`src/rtl/ldst_dep_pkg.sv`:
```
package ldst_dep_pkg;

  // per-slot control decoded at the top and handed to one load entry
  typedef struct packed {
    logic issue;
    logic free;
    logic conflict;
  } entry_ctl_t;

endpackage

```
`src/rtl/ldst_sq_head.sv`:
```
module ldst_sq_head #(
  parameter int SQ_DEPTH = 4,
  localparam int SIW = (SQ_DEPTH > 1) ? $clog2(SQ_DEPTH) : 1
) (
  input  logic                clk,
  input  logic                rst_n,
  input  logic                deq,
  output logic [SQ_DEPTH-1:0] deq_col
);

  logic [SIW-1:0] head_q;
  logic [SIW-1:0] head_d;

  always_comb begin
    head_d = head_q;
    if (deq) begin
      if (head_q == SIW'(SQ_DEPTH - 1)) head_d = '0;
      else                              head_d = head_q + SIW'(1);
    end
  end

  always_ff @(posedge clk or negedge rst_n) begin
    if (!rst_n)   head_q <= '0;
    else if (deq) head_q <= head_d;
  end

  // one-hot column select for the store leaving the queue this cycle
  for (genvar s = 0; s < SQ_DEPTH; s++) begin : g_col
    assign deq_col[s] = deq && (head_q == SIW'(s));
  end

endmodule

```
`src/rtl/ldst_dep_entry.sv`:
```
module ldst_dep_entry
  import ldst_dep_pkg::*;
#(
  parameter int SQ_DEPTH = 4
) (
  input  logic                clk,
  input  logic                rst_n,
  input  entry_ctl_t          ctl,
  input  logic [SQ_DEPTH-1:0] issue_mask,
  input  logic [SQ_DEPTH-1:0] res_col,
  input  logic [SQ_DEPTH-1:0] deq_col,
  output logic                dep_hit,
  output logic                nonspec,
  output logic                squash
);

  logic [SQ_DEPTH-1:0] row_q, row_d;
  logic                issued_q, issued_d;
  logic                told_q, told_d;
  logic                squash_q, squash_d;
  logic                squash_now;
  logic                row_en;
  logic [SQ_DEPTH-1:0] drop_cols;

  // column read: AND with the one-hot resolve select, then OR-reduce
  assign dep_hit    = |(row_q & res_col);
  assign squash_now = dep_hit && ctl.conflict && !ctl.issue;
  assign drop_cols  = res_col | deq_col;

  assign row_en = ctl.issue | ctl.free | (|drop_cols);

  always_comb begin
    row_d    = row_q;
    issued_d = issued_q;
    told_d   = told_q;
    if (ctl.issue) begin
      row_d    = issue_mask & ~drop_cols;
      issued_d = 1'b1;
      told_d   = 1'b0;
    end else if (ctl.free || squash_now) begin
      row_d    = '0;
      issued_d = 1'b0;
      told_d   = 1'b0;
    end else begin
      row_d  = row_q & ~drop_cols;
      told_d = told_q | nonspec;
    end
    squash_d = squash_now;
  end

  always_ff @(posedge clk or negedge rst_n) begin
    if (!rst_n)      row_q <= '0;
    else if (row_en) row_q <= row_d;
  end

  always_ff @(posedge clk or negedge rst_n) begin
    if (!rst_n) begin
      issued_q <= 1'b0;
      told_q   <= 1'b0;
      squash_q <= 1'b0;
    end else begin
      issued_q <= issued_d;
      told_q   <= told_d;
      squash_q <= squash_d;
    end
  end

  assign nonspec = issued_q && !(|row_q) && !told_q;
  assign squash  = squash_q;

endmodule

```
`src/rtl/ldst_dep_matrix.sv`:
```
module ldst_dep_matrix
  import ldst_dep_pkg::*;
#(
  parameter int LQ_DEPTH = 8,
  parameter int SQ_DEPTH = 4,
  localparam int LIW = (LQ_DEPTH > 1) ? $clog2(LQ_DEPTH) : 1,
  localparam int SIW = (SQ_DEPTH > 1) ? $clog2(SQ_DEPTH) : 1
) (
  input  logic                clk,
  input  logic                rst_n,
  input  logic                ld_issue_valid,
  input  logic [LIW-1:0]      ld_issue_idx,
  input  logic [SQ_DEPTH-1:0] ld_issue_mask,
  input  logic                st_res_valid,
  input  logic [SIW-1:0]      st_res_idx,
  input  logic [LQ_DEPTH-1:0] st_res_conflict,
  input  logic                ld_free_valid,
  input  logic [LIW-1:0]      ld_free_idx,
  input  logic                sq_deq,
  output logic [LQ_DEPTH-1:0] ld_nonspec,
  output logic [LQ_DEPTH-1:0] ld_squash
);

  logic [SQ_DEPTH-1:0] res_col;
  logic [SQ_DEPTH-1:0] deq_col;
  logic [LQ_DEPTH-1:0] dep_hit;

  for (genvar s = 0; s < SQ_DEPTH; s++) begin : g_res
    assign res_col[s] = st_res_valid && (st_res_idx == SIW'(s));
  end

  ldst_sq_head #(.SQ_DEPTH(SQ_DEPTH)) u_head (
    .clk     (clk),
    .rst_n   (rst_n),
    .deq     (sq_deq),
    .deq_col (deq_col)
  );

  for (genvar l = 0; l < LQ_DEPTH; l++) begin : g_ld
    entry_ctl_t ctl;
    assign ctl.issue    = ld_issue_valid && (ld_issue_idx == LIW'(l));
    assign ctl.free     = ld_free_valid && (ld_free_idx == LIW'(l));
    assign ctl.conflict = st_res_conflict[l];

    ldst_dep_entry #(.SQ_DEPTH(SQ_DEPTH)) u_entry (
      .clk        (clk),
      .rst_n      (rst_n),
      .ctl        (ctl),
      .issue_mask (ld_issue_mask),
      .res_col    (res_col),
      .deq_col    (deq_col),
      .dep_hit    (dep_hit[l]),
      .nonspec    (ld_nonspec[l]),
      .squash     (ld_squash[l])
    );
  end

endmodule

```
`config.mk`:
```
export PLATFORM = sky130hd
export DESIGN_NAME = ldst_dep_matrix
export DESIGN_NICKNAME = d
export VERILOG_FILES = /design/src/rtl/ldst_dep_pkg.sv /design/src/rtl/ldst_sq_head.sv /design/src/rtl/ldst_dep_entry.sv /design/src/rtl/ldst_dep_matrix.sv
export SDC_FILE = /design/constraint.sdc
export NUM_CORES = 1
export LEC_CHECK = 0
export ABC_CLOCK_PERIOD_IN_PS = 1200
export BUFFER_PORTS_ARGS = -buffer_cell sky130_fd_sc_hd__buf_2
export CAP_MARGIN = 20
export CORE_ASPECT_RATIO = 1.2
export CORE_UTILIZATION = 41
export DETAILED_ROUTE_END_ITERATION = 8
export SLEW_MARGIN = 20
export SYNTH_ARGS = -nofsm -noshare
export SYNTH_HDL_FRONTEND = slang
export SYNTH_SLANG_ARGS = --single-unit
```
`constraint.sdc`:
```
create_clock -name clk -period 1.2 [get_ports clk]
set_input_delay 0.24 -clock clk [delete_from_list [all_inputs] [get_ports clk]]
set_output_delay 0.24 -clock clk [all_outputs]
set_load 0.005 [all_outputs]
```
* Yosys cells after proc, flatten, opt, wreduce, memory -nomap -nowiden
Cells that the tools add are included.
** Cells by class
- Mux-type cells :: 49
- Shifts and indexed selects :: 0
- Equality and inequality tests :: 20
- Bitwise gates (word level) :: 43
- Order comparisons :: 0
- Reduce and logical (&&, ||, !) cells :: 117
- Divide/modulo/power cells :: 0
- Add/subtract/negate cells :: 1
- Multiply operators :: 0
** Operators with widths (count)
- AND 4 bit :: 17
- OR reduction 4 bit :: 17
- 2-to-1 mux 4 bit :: 16
- logical AND 1 bit :: 56
- 2-to-1 mux 1 bit :: 32
- equality test 3 bit, second input constant :: 8
- zero test 1 bit :: 24
- OR 1 bit :: 24
- nonzero test 2 bit :: 8
- equality test 3 x 2 -> 1 bit, second input constant :: 4
- equality test 2 bit, second input constant :: 4
- logical OR 1 bit :: 8
- equality test 3 x 1 -> 1 bit, second input constant :: 2
- zero test 3 bit :: 2
- equality test 2 x 1 -> 1 bit, second input constant :: 2
- zero test 2 bit :: 2
- NOT 4 bit :: 1
- OR 4 bit :: 1
- adder 2 x 1 -> 2 bit, second input constant :: 1
- 2-to-1 mux 2 bit :: 1
** Word-level totals
- Bits in latches :: 0
- ROM bits :: 0
- Output and inout port bits :: 16
- RAM bits :: 0
- Memories kept :: 0
- Logic and storage cells :: 263
- Flip-flop bits (word level) :: 58
- Input bits :: 26

* Depth between registers and ports, before layout
- Word-level depth :: 9
- Depth in mapped cells :: 5
- Mapped depth without buffers :: 5

* By module
Synthesis repeated with hierarchy kept, for this count alone.
** Second synthesis, totals
- Cell total of the unflattened synthesis :: 324
- Area, all modules :: 3527.1 um^2
** Modules (own cells, without submodules)
- ldst_dep_entry :: area each 392.9 um^2, sequential area each 175.2 um^2, times used 8, cells an instance 36
- ldst_dep_matrix :: area each 224.0 um^2, sequential area each 0.0 um^2, times used 1, cells an instance 20
- ldst_sq_head :: area each 160.2 um^2, sequential area each 50.0 um^2, times used 1, cells an instance 16

* Worst setup path after synthesis
Ideal clock, no wire load.
- Path kind :: reg2reg
- Start :: register u_head.head_q[0]
- End :: register g_ld[4].u_entry.row_q[3]
- Setup time :: 101 ps
- Arrival :: 1209 ps
- Setup slack :: -110 ps
- Data required time :: 1099 ps
- Stages on the path, launching flop included :: 5
- Buffers on the path :: 0
- Period minus slack after synthesis :: 1310 ps
- Cell sequence :: dfrtp_1 > ha_1 > a32oi_4 > nand2_1 > o32ai_1
** Between the ends
- Longest elaborated chain between the ends :: 7
- Elaborated cells on any way between the ends :: 16
- Classes of those cells :: eq/ne: 3; mux: 2; bitwise: 5; reduce/logical: 6
** Ends and longest elaborated chain
- start, declared :: RTL line ldst_sq_head.sv:11 : logic [SIW-1:0] head_q;
- start signal, assigned :: RTL line ldst_sq_head.sv:23 : if (!rst_n) head_q <= '0;
- start signal, assigned :: RTL line ldst_sq_head.sv:24 : else if (deq) head_q <= head_d;
- equality test 2 bit :: RTL line ldst_sq_head.sv:29 : assign deq_col[s] = deq && (head_q == SIW'(s));
- logical AND 1 bit :: RTL line ldst_sq_head.sv:29
- OR 4 bit * :: RTL line ldst_dep_entry.sv:28 : assign drop_cols = res_col | deq_col;
- NOT 4 bit :: RTL line ldst_dep_entry.sv:37, ldst_dep_entry.sv:45
- AND 4 bit :: RTL line ldst_dep_entry.sv:45 : row_d = row_q & ~drop_cols;
- 2-to-1 mux 4 bit :: RTL line ldst_dep_entry.sv:40 : end else if (ctl.free || squash_now) begin
- 2-to-1 mux 4 bit :: RTL line ldst_dep_entry.sv:36 : if (ctl.issue) begin
- end signal, assigned :: RTL line ldst_dep_entry.sv:53 : else if (row_en) row_q <= row_d;
- end, declared :: RTL line ldst_dep_entry.sv:17 : logic [SQ_DEPTH-1:0] row_q, row_d;
Mark *: on every way between the ends. The rest lies on a longest branch, timed or not.
A chain may end at the register's enable or synchronous reset.

* Worst setup path in the final report
- Start :: register g_ld[2].u_entry.row_q[2]
- End :: output port ld_nonspec[2]
** Between the ends
- Longest elaborated chain between the ends :: 4
** Ends and longest elaborated chain
- start, declared :: RTL line ldst_dep_entry.sv:17
- start signal, assigned :: RTL line ldst_dep_entry.sv:53
- OR reduction 4 bit :: RTL line ldst_dep_entry.sv:68 : assign nonspec = issued_q && !(|row_q) && !told_q;
- zero test 1 bit :: RTL line ldst_dep_entry.sv:68
- logical AND 1 bit (2 in series) :: RTL line ldst_dep_entry.sv:68
- end, declared :: RTL line ldst_dep_matrix.sv:20 : output logic [LQ_DEPTH-1:0] ld_nonspec,
No other way between the ends.

==> metrics.txt <==
# TYPE chip_impl_metric gauge
chip_impl_metric{name="grt_remaining_overflow",unit=""} 0
chip_impl_metric{name="vias_in_the_first_global_route",unit=""} 2956
chip_impl_metric{name="fin_area",unit="mm2"} 0.005214
chip_impl_metric{name="via_count",unit=""} 3030
chip_impl_metric{name="finalWorstPathRequiredPeriod",unit="ns"} 1.716
chip_impl_metric{name="nFillCells",unit=""} 494
chip_impl_metric{name="grt_antenna_before_repair",unit=""} 0
chip_impl_metric{name="crit_arrival",unit="ns"} 1.48
chip_impl_metric{name="finalClockSkew",unit="ns"} 0.009955
chip_impl_info{name="worst_path_cell_chain",value="nor4_2 > buf_4 > nand2_2 > nor2_2 > buf_2"} 1
chip_impl_metric{name="pin_count",unit=""} 42
chip_impl_metric{name="place_congestion",unit=""} 0.8407
chip_impl_metric{name="core_region_area",unit="mm2"} 0.007317
chip_impl_metric{name="async_reset_ff_share",unit="%"} 100.0
chip_impl_info{name="primary_flip_flop_cell_chosen_by_synthesis_mapping",value="sky130_fd_sc_hd__dfrtp_1"} 1
chip_impl_info{name="grt_setup_unrepaired",value="yes"} 1
chip_impl_metric{name="drt-pass1-iter-count",unit=""} 4
chip_impl_metric{name="report.final.slew_viol_count",unit=""} 0
chip_impl_metric{name="final_nets",unit=""} 443
chip_impl_info{name="timing.critical_path.to_type",value="output pin"} 1
chip_impl_info{name="worst_path_top_cell_family_by_delay",value="simple AND/OR/NAND/NOR gates"} 1
chip_impl_metric{name="cap_violations",unit=""} 0
chip_impl_metric{name="finalPower",unit="mW"} 7.505
chip_impl_metric{name="timing.fmax",unit="MHz"} 582.7
chip_impl_metric{name="worst_path_largest_cell_delay",unit="ns"} 0.39
chip_impl_metric{name="post-place-ws",unit="ns"} -0.2182
chip_impl_metric{name="drt-vias-per-instance",unit=""} 5.965
chip_impl_info{name="worst_path_max_delay_cell",value="sky130_fd_sc_hd__dfrtp_1"} 1
chip_impl_metric{name="sum_of_negative_setup_slack",unit="ns"} -8.861
chip_impl_metric{name="cts_num_sinks",unit=""} 58
chip_impl_info{name="critical_path.startpoint_type",value="register"} 1
chip_impl_info{name="criticalPathCategory",value="reg -> out"} 1
chip_impl_metric{name="synth_edf_count",unit=""} 0
chip_impl_info{name="synth_top_cells_by_count",value="58 x sky130_fd_sc_hd__dfrtp_1, 36 x sky130_fd_sc_hd__nand2_1, 36 x sky130_fd_sc_hd__nand3_1, 32 x sky130_fd_sc_hd__o32ai_1, 17 x sky130_fd_sc_hd__buf_4"} 1
chip_impl_metric{name="sw_frac_of_total",unit="%"} 33.71
chip_impl_metric{name="cellInternalPower",unit="mW"} 4.975
chip_impl_metric{name="placed_area",unit="mm2"} 0.003884
chip_impl_info{name="status",value="complete, but fails checks"} 1
chip_impl_metric{name="die_w",unit="um"} 81.67
chip_impl_metric{name="maxSlewHeadroom",unit="%"} 75.69
chip_impl_metric{name="final_layout_size_suffix_gt1_share",unit="%"} 64.83
chip_impl_metric{name="multi_input_area",unit="mm2"} 0.002389
chip_impl_metric{name="cts-buffers-inserted",unit=""} 9
chip_impl_metric{name="portBuffers",unit=""} 41
chip_impl_metric{name="global_router_s_overall_resource_usage",unit="%"} 25.27
chip_impl_metric{name="period_share",unit="%"} 143.0
chip_impl_metric{name="synth.top_cell.area_share",unit="%"} 46.47
chip_impl_metric{name="hpwlAfterDp",unit="um"} 6178
chip_impl_metric{name="power.leakage",unit="nW"} 2.180
chip_impl_metric{name="wl",unit="um"} 10610
chip_impl_metric{name="drt-initial-drc-count",unit=""} 166
chip_impl_metric{name="vdd.ir_drop.worst",unit="V"} 0.001647
chip_impl_metric{name="synthesis.instances",unit=""} 299
chip_impl_metric{name="vertical_extent_of_the_die",unit="um"} 97.61
chip_impl_info{name="yosys-top-cells-area",value="sky130_fd_sc_hd__dfrtp_1 46%, sky130_fd_sc_hd__o32ai_1 9.0%, sky130_fd_sc_hd__nand3_1 5.8%, sky130_fd_sc_hd__mux2i_1 5.1%, sky130_fd_sc_hd__nand2_1 4.3%"} 1
chip_impl_metric{name="cp_num_buf_inv",unit=""} 2
chip_impl_metric{name="detail-route-antenna-nets",unit=""} 0
chip_impl_metric{name="initial_core_util",unit="%"} 42.68
chip_impl_metric{name="grt_max_degree",unit=""} 59
chip_impl_metric{name="pwr_density_cell",unit="mW/mm2"} 1439
chip_impl_metric{name="net_count_of_the_mapped_netlist",unit=""} 329
chip_impl_metric{name="seq_power_share",unit="%"} 34.4
chip_impl_metric{name="finalCoreUtilization",unit="%"} 71.26
chip_impl_metric{name="detail_route.wl_per_cell",unit="um"} 20.88
chip_impl_metric{name="worst_skew_pair.late_latency",unit="ns"} 0.37
chip_impl_metric{name="clock_tree.buffer_depth",unit=""} 2
chip_impl_metric{name="part_of_the_yosys_area_used_for_sequential_elements",unit="%"} 46.47
chip_impl_metric{name="worst-path-max-fanout",unit=""} 2
chip_impl_metric{name="timing.final.hold_violations",unit=""} 0
chip_impl_metric{name="layout-area-overhead-vs-synth",unit="%"} 66.95
chip_impl_info{name="clock_tree.root_cell",value="sky130_fd_sc_hd__clkbuf_8"} 1
chip_impl_metric{name="synth-seq-cells",unit=""} 58
chip_impl_info{name="timing.hold.worst.class",value="in -> reg"} 1
chip_impl_info{name="synth.most_common_cell",value="sky130_fd_sc_hd__dfrtp_1"} 1
chip_impl_metric{name="combinationalPowerShare",unit="%"} 38.1
chip_impl_metric{name="yosys.cell_types.count",unit=""} 29
chip_impl_metric{name="register_area",unit="mm2"} 0.001455
chip_impl_metric{name="timing.critical_path.required",unit="ns"} 0.96
chip_impl_info{name="failing_checks",value="setup timing"} 1
chip_impl_metric{name="layout_setup_ws",unit="ns"} -0.5162
chip_impl_info{name="synth_top_cell_by_area",value="sky130_fd_sc_hd__dfrtp_1"} 1
chip_impl_info{name="cts_tree",value="built"} 1
chip_impl_metric{name="std_cell_rows",unit=""} 34
chip_impl_metric{name="grt_first_pass_wirelength",unit="um"} 14840
chip_impl_metric{name="htreeDepth",unit=""} 3
chip_impl_metric{name="route.detailed.drc",unit=""} 0
chip_impl_metric{name="antenna_cells_inserted",unit=""} 0
chip_impl_metric{name="average_footprint_of_a_synthesized_cell",unit="um2"} 10.44
chip_impl_metric{name="synth_area",unit="mm2"} 0.003123
chip_impl_metric{name="die_area",unit="mm2"} 0.007971
chip_impl_metric{name="setup_viol_count_final",unit=""} 46
chip_impl_metric{name="total_switching_power",unit="mW"} 2.530
chip_impl_metric{name="worst_max_slew_pin_slew",unit="ns"} 0.3647
chip_impl_metric{name="ys.warnings.count",unit=""} 0
chip_impl_metric{name="clk_transition_reported_paths",unit="ns"} 0.07
chip_impl_metric{name="p_clk_share",unit="%"} 27.5
[what timing repair did]
| item | CTS | global route |
|---|---|---|
| gates resized for setup | 82 | 97 |
| setup endpoints to repair | 41 | 65 |
| endpoints found under the hold margin | 58 | 0 |
| hold buffers | 1 | 0 |
| pin swaps | 49 | 49 |
| buffers inserted | 13 | 8 |
[final cells by class]
| cell class | instances | share of cell area, % |
|---|---|---|
| clock buffer | 10 | 2.640 |
| sequential | 58 | 27.91 |
| timing repair buffer | 129 | 19.70 |
| tap | 90 | 2.160 |
| multi-input combinational | 213 | 45.81 |
| clock inverter | 6 | 1.536 |
| inverter | 2 | 0.2400 |
[worst paths after layout]
check                                            to  slack [ns]  cells past startpoint                startpoint
max                                   ld_nonspec[2]       -0.52                      5  g_ld[2].u_entry.row_q[2]
min                                u_head.head_q[1]        0.24                      2                    sq_deq
max reg2reg                g_ld[3].u_entry.row_q[2]       -0.26                      6          u_head.head_q[1]
min reg2reg                  g_ld[3].u_entry.told_q        0.54                      2    g_ld[3].u_entry.told_q
max in group asynchronous  g_ld[4].u_entry.row_q[1]        0.51                      3                     rst_n
min in group asynchronous    g_ld[1].u_entry.squash        0.41                      3                     rst_n
[layout by cell type, fill, tap and decap left out, drive strengths merged, types with 2 or more instances in the layout]
master / instances
nor2: 8
nand2: 37
o32ai: 32
inv: 2
nand3: 37
dfrtp: 58
nand4bb: 6
nand4: 2
clkinv: 4
a21oi: 8
o22ai: 8
nand3b: 11
and2: 8
nor3: 8
nor4: 8
ha: 4
clkbuf: 10
mux2i: 16
nand4b: 6
buf: 128
o21ai: 10
or4b: 2
bufinv: 2
[metal layers]
layer / GRT usage, % / vias up / wire, um
li1: - / 1376 / -
met3: 4.695 / 37 / 395
met5: 0 / - / 0
met1: 32.39 / 1536 / 4364
met2: 39.55 / 81 / 5410
met4: 13.63 / 0 / 435
[kinds of logic after synthesis]
| family | Yosys count | synth area share, % |
|---|---|---|
| and+or+nand+nor | 134 | 24.52 |
| AOI/OAI and AO/OA | 59 | 15.95 |
| DFF | 58 | 46.47 |
| buffers and inverters | 28 | 6.330 |
| muxes | 16 | 5.128 |
| adders and majority gates | 4 | 1.603 |
[worst reg2reg max path: stages (launching register included)]
cell and delay [ns]:
sky130_fd_sc_hd__dfrtp_2 0.45, sky130_fd_sc_hd__buf_6 0.14, sky130_fd_sc_hd__ha_4 0.16, sky130_fd_sc_hd__nand2_4 0.10
sky130_fd_sc_hd__buf_8 0.16, sky130_fd_sc_hd__nand3_2 0.08, sky130_fd_sc_hd__o32ai_2 0.26
[stage by stage]
step,cells,hold WS (ns)
5_1_grt,508,0.2496
2_1_floorplan,299,-0.05559
4_1_cts,505,0.2331
3_5_place_dp,476,0.2718
6_report,508,0.2419
3_3_place_gp,476,0.2650
[power groups by stage]
stage | clock, mW | sequential, mW | combinational (mW)
finish | 2.06 | 2.58 | 2.86
global route | 2.16 | 2.61 | 3.03
CTS | 2.06 | 2.52 | 2.31
detailed placement | 0 | 2.49 | 1.63
global placement | 0 | 2.48 | 1.60
floorplan | 0 | 2.46 | 0.916
[registers in the layout, indices dropped and copies added (netlist names)]
register and cells:
g_ld.u_entry.issued_q 8, g_ld.u_entry.squash 8, g_ld.u_entry.told_q 8, u_head.head_q 2
g_ld.u_entry.row_q 32
Power figures use the tool's default switching activity.
